**config.mk**
```make
export PLATFORM = sky130hd
export DESIGN_NAME = pkt_tx_gate
export DESIGN_NICKNAME = d
export VERILOG_FILES = /design/src/rtl/pkt_tx_gate_pkg.sv /design/src/rtl/pkt_tx_gate_count.sv /design/src/rtl/pkt_tx_gate_cut.sv /design/src/rtl/pkt_tx_gate.sv
export SDC_FILE = /design/constraint.sdc
export NUM_CORES = 1
export LEC_CHECK = 0
export BUFFER_PORTS_ARGS = -buffer_cell sky130_fd_sc_hd__buf_4
export CORE_MARGIN = 3
export CORE_UTILIZATION = 28
export DETAILED_ROUTE_END_ITERATION = 6
export REMOVE_ABC_BUFFERS = 1
export SLEW_MARGIN = 40
export SYNTH_ARGS = -nofsm -noshare
export SYNTH_HDL_FRONTEND = slang
export SYNTH_SLANG_ARGS = --single-unit
```
**constraint.sdc**
```tcl
create_clock -name clk -period 6.4 [get_ports clk]
set_clock_uncertainty 0.05 [all_clocks]
set_input_delay 1.28 -clock clk [delete_from_list [all_inputs] [get_ports clk]]
set_output_delay 1.28 -clock clk [all_outputs]
set_load 0.02 [all_outputs]
```
**src/rtl/pkt_tx_gate_pkg.sv**
```systemverilog
package pkt_tx_gate_pkg;

   // FIFO address bits implied by the cut-through threshold (0 = off)
   function automatic int gate_addr_bits(input int limit);
      return (limit > 0) ? $clog2(limit) + 1 : 10;
   endfunction

endpackage

```
**src/rtl/pkt_tx_gate_count.sv**
```systemverilog
module pkt_tx_gate_count #(
   parameter int CNT_W = 8
) (
   input  logic             clk,
   input  logic             rst,
   input  logic             inc,
   input  logic             dec,
   output logic [CNT_W-1:0] cnt,
   output logic             has_pkt
);

   always_ff @(posedge clk) begin
      if (rst) begin
         cnt <= '0;
      end else begin
         unique case ({inc, dec})
            2'b10:   cnt <= cnt + CNT_W'(1);
            2'b01:   cnt <= cnt - CNT_W'(1);
            default: cnt <= cnt;
         endcase
      end
   end

   assign has_pkt = (cnt != '0);

endmodule

```
**src/rtl/pkt_tx_gate_cut.sv**
```systemverilog
module pkt_tx_gate_cut #(
   parameter int OCC_W = 8,
   parameter int LIMIT = 64
) (
   input  logic             clk,
   input  logic             rst,
   input  logic [OCC_W-1:0] occ,
   input  logic             eof_sent,
   output logic             cut_on
);

   generate
      if (LIMIT > 0) begin : g_cut
         logic over;
         logic lat_q;
         assign over = (occ > OCC_W'(LIMIT));
         always_ff @(posedge clk) begin
            if (rst)           lat_q <= 1'b0;
            else if (over)     lat_q <= 1'b1;
            else if (eof_sent) lat_q <= 1'b0;
         end
         assign cut_on = lat_q;
      end else begin : g_store_fwd
         assign cut_on = 1'b0;
      end
   endgenerate

endmodule

```
**src/rtl/pkt_tx_gate.sv**
```systemverilog
module pkt_tx_gate #(
   parameter int CUT_LIMIT = 64,
   parameter int OCC_W     = pkt_tx_gate_pkg::gate_addr_bits(CUT_LIMIT) + 1
) (
   input  logic             clk,
   input  logic             rst,
   input  logic             wr_valid,
   input  logic             wr_ready,
   input  logic             wr_last,
   input  logic [OCC_W-1:0] fifo_occ,
   input  logic             fifo_valid,
   input  logic             fifo_sof,
   input  logic             fifo_last,
   output logic             fifo_ready,
   input  logic             mac_full,
   output logic             mac_valid,
   output logic             mac_sof
);

   localparam int ADDR_W = pkt_tx_gate_pkg::gate_addr_bits(CUT_LIMIT);
   localparam int CNT_W  = ADDR_W + 1;

   generate
      if (CUT_LIMIT < 0) begin : g_bad_limit
         $error("pkt_tx_gate: CUT_LIMIT must not be negative");
      end
      if (OCC_W != ADDR_W + 1) begin : g_bad_occ
         $error("pkt_tx_gate: OCC_W must be address bits plus one");
      end
   endgenerate

   logic             pkt_in;
   logic             pkt_out;
   logic [CNT_W-1:0] pkt_cnt;
   logic             has_pkt;
   logic             cut_on;
   logic             tx_en;
   logic             gate_open;

   assign pkt_in  = wr_valid & wr_ready & wr_last;
   assign pkt_out = fifo_valid & fifo_ready & fifo_last;

   pkt_tx_gate_count #(.CNT_W(CNT_W)) count_i (
      .clk     (clk),
      .rst     (rst),
      .inc     (pkt_in),
      .dec     (pkt_out),
      .cnt     (pkt_cnt),
      .has_pkt (has_pkt)
   );

   pkt_tx_gate_cut #(.OCC_W(OCC_W), .LIMIT(CUT_LIMIT)) cut_i (
      .clk      (clk),
      .rst      (rst),
      .occ      (fifo_occ),
      .eof_sent (mac_valid & fifo_last),
      .cut_on   (cut_on)
   );

   assign tx_en      = has_pkt & ~mac_full;
   assign gate_open  = tx_en | cut_on;
   assign fifo_ready = gate_open;
   assign mac_valid  = gate_open & fifo_valid;
   assign mac_sof    = gate_open & fifo_sof;

endmodule

```
* Yosys cells after proc, flatten, opt, wreduce, memory -nomap -nowiden *
Cells that the tools add are included.

word-level totals
  register bits = 9
  input bits = 17
  output and inout port bits = 3
  word-level logic and storage cells = 21

operators by class
  $add $sub $neg = 2
  magnitude comparators = 1
  equal/unequal tests = 2
  mux-type cells = 3
  bitwise operators = 8
  reductions and logical operators = 3

operators with widths
  kind                                                            count
  case mux 8 bit (2 select lines)                                 1
  adder 8 x 1 -> 8 bit (second input constant)                    1
  greater-than comparator 8 x 7 -> 1 bit (second input constant)  1
  nonzero test 8 bit                                              1
  subtractor 8 x 1 -> 8 bit (second input constant)               1
  AND 1 bit                                                       6
  nonzero test 2 bit                                              2
  equality test 2 x 1 -> 1 bit (second input constant)            1
  equality test 2 bit (second input constant)                     1
  2-to-1 mux 1 bit                                                2
  NOT 1 bit                                                       1
  bitwise OR 1 bit                                                1

* Logic depth before layout (Yosys ltp) *
  depth in word-level cells = 7
  depth in mapped cells = 12
  depth with buffers taken out = 12

* Cells and area by module *
A second synthesis with hierarchy kept.

unflattened totals
  cell total of the unflattened synthesis = 116
  area total of the unflattened synthesis = 864.6 sq um

by module, submodules not included
  module             instances  cells an instance  area each (sq um)
  pkt_tx_gate_count  1          102                760.7
  pkt_tx_gate        1          8                  55.1
  pkt_tx_gate_cut    1          6                  48.8

* Worst setup path before layout *
OpenSTA, ideal clock, no wires.

  path kind = in2reg
  start = input mac_full
  end = register count_i.cnt[4]
  setup time = 0.071 ns
  arrival = 3.164 ns
  path slack = 3.115 ns
  stages = 11
  cells stage by stage = a21oi_1 nor2_1 nor2_1 ha_1 inv_1 fa_1 and2b_1 o21ai_1 nor3b_1 or3_1 a21oi_1

between the ends
  word-level cells in the longest chain between the ends = 7
  elaborated cells on any way between the ends = 9

ends and longest elaborated chain
  element                                                                RTL line                 RTL
  from (decl)                                                            pkt_tx_gate.sv:15        input logic mac_full,
  NOT 1 bit (*)                                                          pkt_tx_gate.sv:60        assign tx_en = has_pkt & ~mac_full;
  AND 1 bit (*)                                                          pkt_tx_gate.sv:60
  bitwise OR 1 bit (*)                                                   pkt_tx_gate.sv:61        assign gate_open = tx_en | cut_on;
  AND 1 bit (*) (2 in series)                                            pkt_tx_gate.sv:41        assign pkt_out = fifo_valid & fifo_ready & fifo_last;
  equality test 2 x 1 -> 1 bit or equality test 2 bit (tied branches)    pkt_tx_gate_count.sv:16  unique case ({inc, dec})
  case mux 8 bit (2 select lines) or nonzero test 2 bit (tied branches)  -
  to (signal assigned)                                                   pkt_tx_gate_count.sv:17  2'b10: cnt <= cnt + CNT_W'(1);
  to (signal assigned)                                                   pkt_tx_gate_count.sv:18  2'b01: cnt <= cnt - CNT_W'(1);
  to (signal assigned)                                                   pkt_tx_gate_count.sv:19  default: cnt <= cnt;
  to (decl)                                                              pkt_tx_gate_count.sv:8   output logic [CNT_W-1:0] cnt,

Mark *: on every way between the ends. The rest lies on a longest branch, timed or not.
A chain may end at the register's enable or synchronous reset.

* Final worst setup path *
Ends and elaborated chain as after synthesis.

==> impl_results.md <==
* Status: finished clean
* Largest cells by area after synthesis: dfxtp_1 27%, ha_1 13%, a21oi_1 6.0%
* Worst skew pair latency at 0.27 ns
* Die Span Y at 54.85 microns
* Vias per cell at 5.154
* FF+latch count, synth at 9
* CTS resizes at 0
* WHS at 0.4563 ns
* Clk slew on worst S/H paths at about 0.060 ns
* Hold crit path type: register to register
* Number of synthesized flops with an enable pin at 0
* Final routed DRC violation total at 0
* Crit start category: input pin
* Worst R2R Setup Slack at 3.50 ns
* H-Tree Depth at 1
* Share of layout cells above drive strength 1 at 0.2353
* Max Slew Vio Count at 0
* Row count at 17
* Synth cell types at 32
* WHS Path Cells at 2
* Die ar. at around 3000 sq um
* Placer Congestion at 0.7807
* TNS Setup at 0 ns
* Starting Density at 0.2992
* Static Leak at 0.3955 nW
* Max Freq at 0.3017 GHz
* Hpwl dp at 1212 microns
* R2R cell count at 11
* First-pass GRT wire length at 2352 microns
* Nets at 128
* Maxcap violations at 0
* I/O Pins at 20
* Tot GR Track Use at 0.1096
* Final count of hold timing violations at 0
* Mean routed wirelength per cell at 11.41 microns
* ANT nets after route at 0
* Initial antenna violation count at 0
* Inserted Diodes at 0
* Power per cell area at 175.0 nW/um^2
* Hold path startpoint: count_i.cnt[4]
* WHS Endpoint: count_i.cnt[4]
* Most common cell in the netlist: dfxtp_1
* Total grt overflow at 0
* Via count at 670
* Worst-path fanout max at 9
* Post-synthesis cell count at 81
* Clk root buf: clkbuf_4
* Worst r2r src: count_i.cnt[0]
* Largest net degree at the start of global routing at 17
* Die W at 54.85 microns
* Synth top area share at 0.2697
* Cell taking the most area after synthesis: dfxtp_1
* RSZ-0062 raised after global routing: no
* Min Clock Period, post-route at 3.314 ns
* Clock buffer count from CTS at 3
* Initial detailed-routing violation count at 17
* Slew HR at 0.6637
* Number of global-route vias before repair at 545
* Most frequent cells after synthesis: 9 x dfxtp_1, 8 x a21oi_1, 7 x ha_1, 7 x nor2_1, 6 x inv_1
* Crit Path Class: input pin to register
* Buffer depth of the longest clock path at 2
* # setup viols final at 0
* Yosys warns at 0
* PnR worst setup slack at between 3 and 4 ns
* Clk sinks at 9
* Worst slew pin tran at 0.5045 ns
* Post-CTS Repair Setup Buffers at 0
* TritonCTS clock tree: yes
* CP arrival at 3.46 ns
* Peak supply drop at 93.51 uV
* Hold Buf Count CTS at 0
* Top FF cell, synth: dfxtp_1
* Register area share after synthesis at 0.2697
* Drt total wl at 1483 microns
* R2R Path End: count_i.cnt[7]
* Mean Syn Cell Area at 8.249 sq um
* Ys async rst share at 0
* PortBufs at 19
* Core area at 2233 sq um
* Dpl ws at 2.808 ns
* Mapped Area at around 670 sq um
* Area Overhead vs Synth at 29.40%
* Final period util at 0.5178
* Pre-antenna DRT Iters at 4
* CP required at 6.55 ns
* Crit path capture type: register
==> per-layer routing <==
| metal | part of all wire | track usage |
|---|---|---|
| met5 | 0 | 0 |
| met4 | 0.026 | 0.08714 |
| met3 | 0.024 | 0.01635 |
| met2 | 0.48 | 0.1417 |
| met1 | 0.47 | 0.1558 |
==> state kept, by name (all words and copies together), names as in the netlist <==
register and count:
count_i.cnt 8, cut_i.cut_on 1
==> stage by stage <==
step | instance area (sq um) | power [W] | utilization | std cells
floorplan | 660.6 | 0.00008952 | - | 79
global placement | 838.3 | 0.0001065 | 0.3754 | 126
detailed placement | 838.3 | 0.0001073 | 0.3754 | 126
CTS | 864.6 | 0.0001529 | 0.3871 | 130
global route | 864.6 | 0.0001606 | 0.3871 | 130
finish | 864.6 | 0.0001513 | 0.3871 | 130
==> final cells by class <==
| cell class | instances | area [sq um] |
|---|---|---|
| Fill cell | 230 | 1369 |
| Multi-Input combinational cell | 64 | 457.9 |
| Sequential cell | 9 | 180.2 |
| Timing Repair Buffer | 19 | 142.6 |
| Tap cell | 28 | 35.03 |
| Clock buffer | 4 | 26.28 |
| Inverter | 6 | 22.52 |
==> worst max-delay path, stage by stage <==
cell	delay, ns
buf_4	0.11
a21oi_1	0.12
nor2_1	0.09
nor2_1	0.12
ha_1	0.33
inv_1	0.09
fa_1	0.38
and2b_1	0.22
o21ai_1	0.08
nor3b_1	0.15
or3_1	0.35
a21oi_1	0.14
==> cells by family (layout without fill, tap and decap cells) <==
family	after synthesis	after routing	share of synthesized area
simple gates	29	29	0.2379
mux	1	1	0.01498
flops	9	9	0.2697
xor+xnor	3	3	0.03933
buf+inv	8	29	0.04495
fa+ha+maj	8	8	0.1610
compound gates	23	23	0.2322
==> worst max-delay path by stage <==
stage                endpoint      from  cells after the start  slack, ns
4_1_cts        count_i.cnt[4]  mac_full                     12       3.06
5_1_grt        count_i.cnt[4]  mac_full                     12       2.88
6_report       count_i.cnt[4]  mac_full                     12       3.09
3_3_place_gp   count_i.cnt[4]  mac_full                     12       2.84
3_5_place_dp   count_i.cnt[4]  mac_full                     12       2.81
2_1_floorplan  count_i.cnt[4]  mac_full                     11       3.12
==> where the power goes <==
group	internal, W	leakage (nW)	switching, W	total (W)
Clock	0.0000241	0.0150	0.0000214	0.0000456
Combinational	0.0000208	0.307	0.0000228	0.0000436
Sequential	0.0000593	0.0733	0.00000288	0.0000621
Total	0.000104	0.395	0.0000471	0.000151
==> layout by cell type (no fill, tap or decap), types with 2 or more instances in the layout <==
| cell | instances |
|---|---|
| buf_4 | 19 |
| dfxtp_1 | 9 |
| a21oi_1 | 8 |
| nor2_1 | 7 |
| ha_1 | 7 |
| inv_1 | 6 |
| nand2_1 | 3 |
| nand3_1 | 3 |
| nor2b_1 | 3 |
| nor3_1 | 3 |
| xor2_1 | 3 |
| clkbuf_4 | 3 |
| nor4_1 | 2 |
| a21o_1 | 2 |
| o21a_1 | 2 |
| a31oi_1 | 2 |
| o31ai_1 | 2 |
| o211ai_1 | 2 |
No activity file was read; power rests on OpenSTA's default activity.
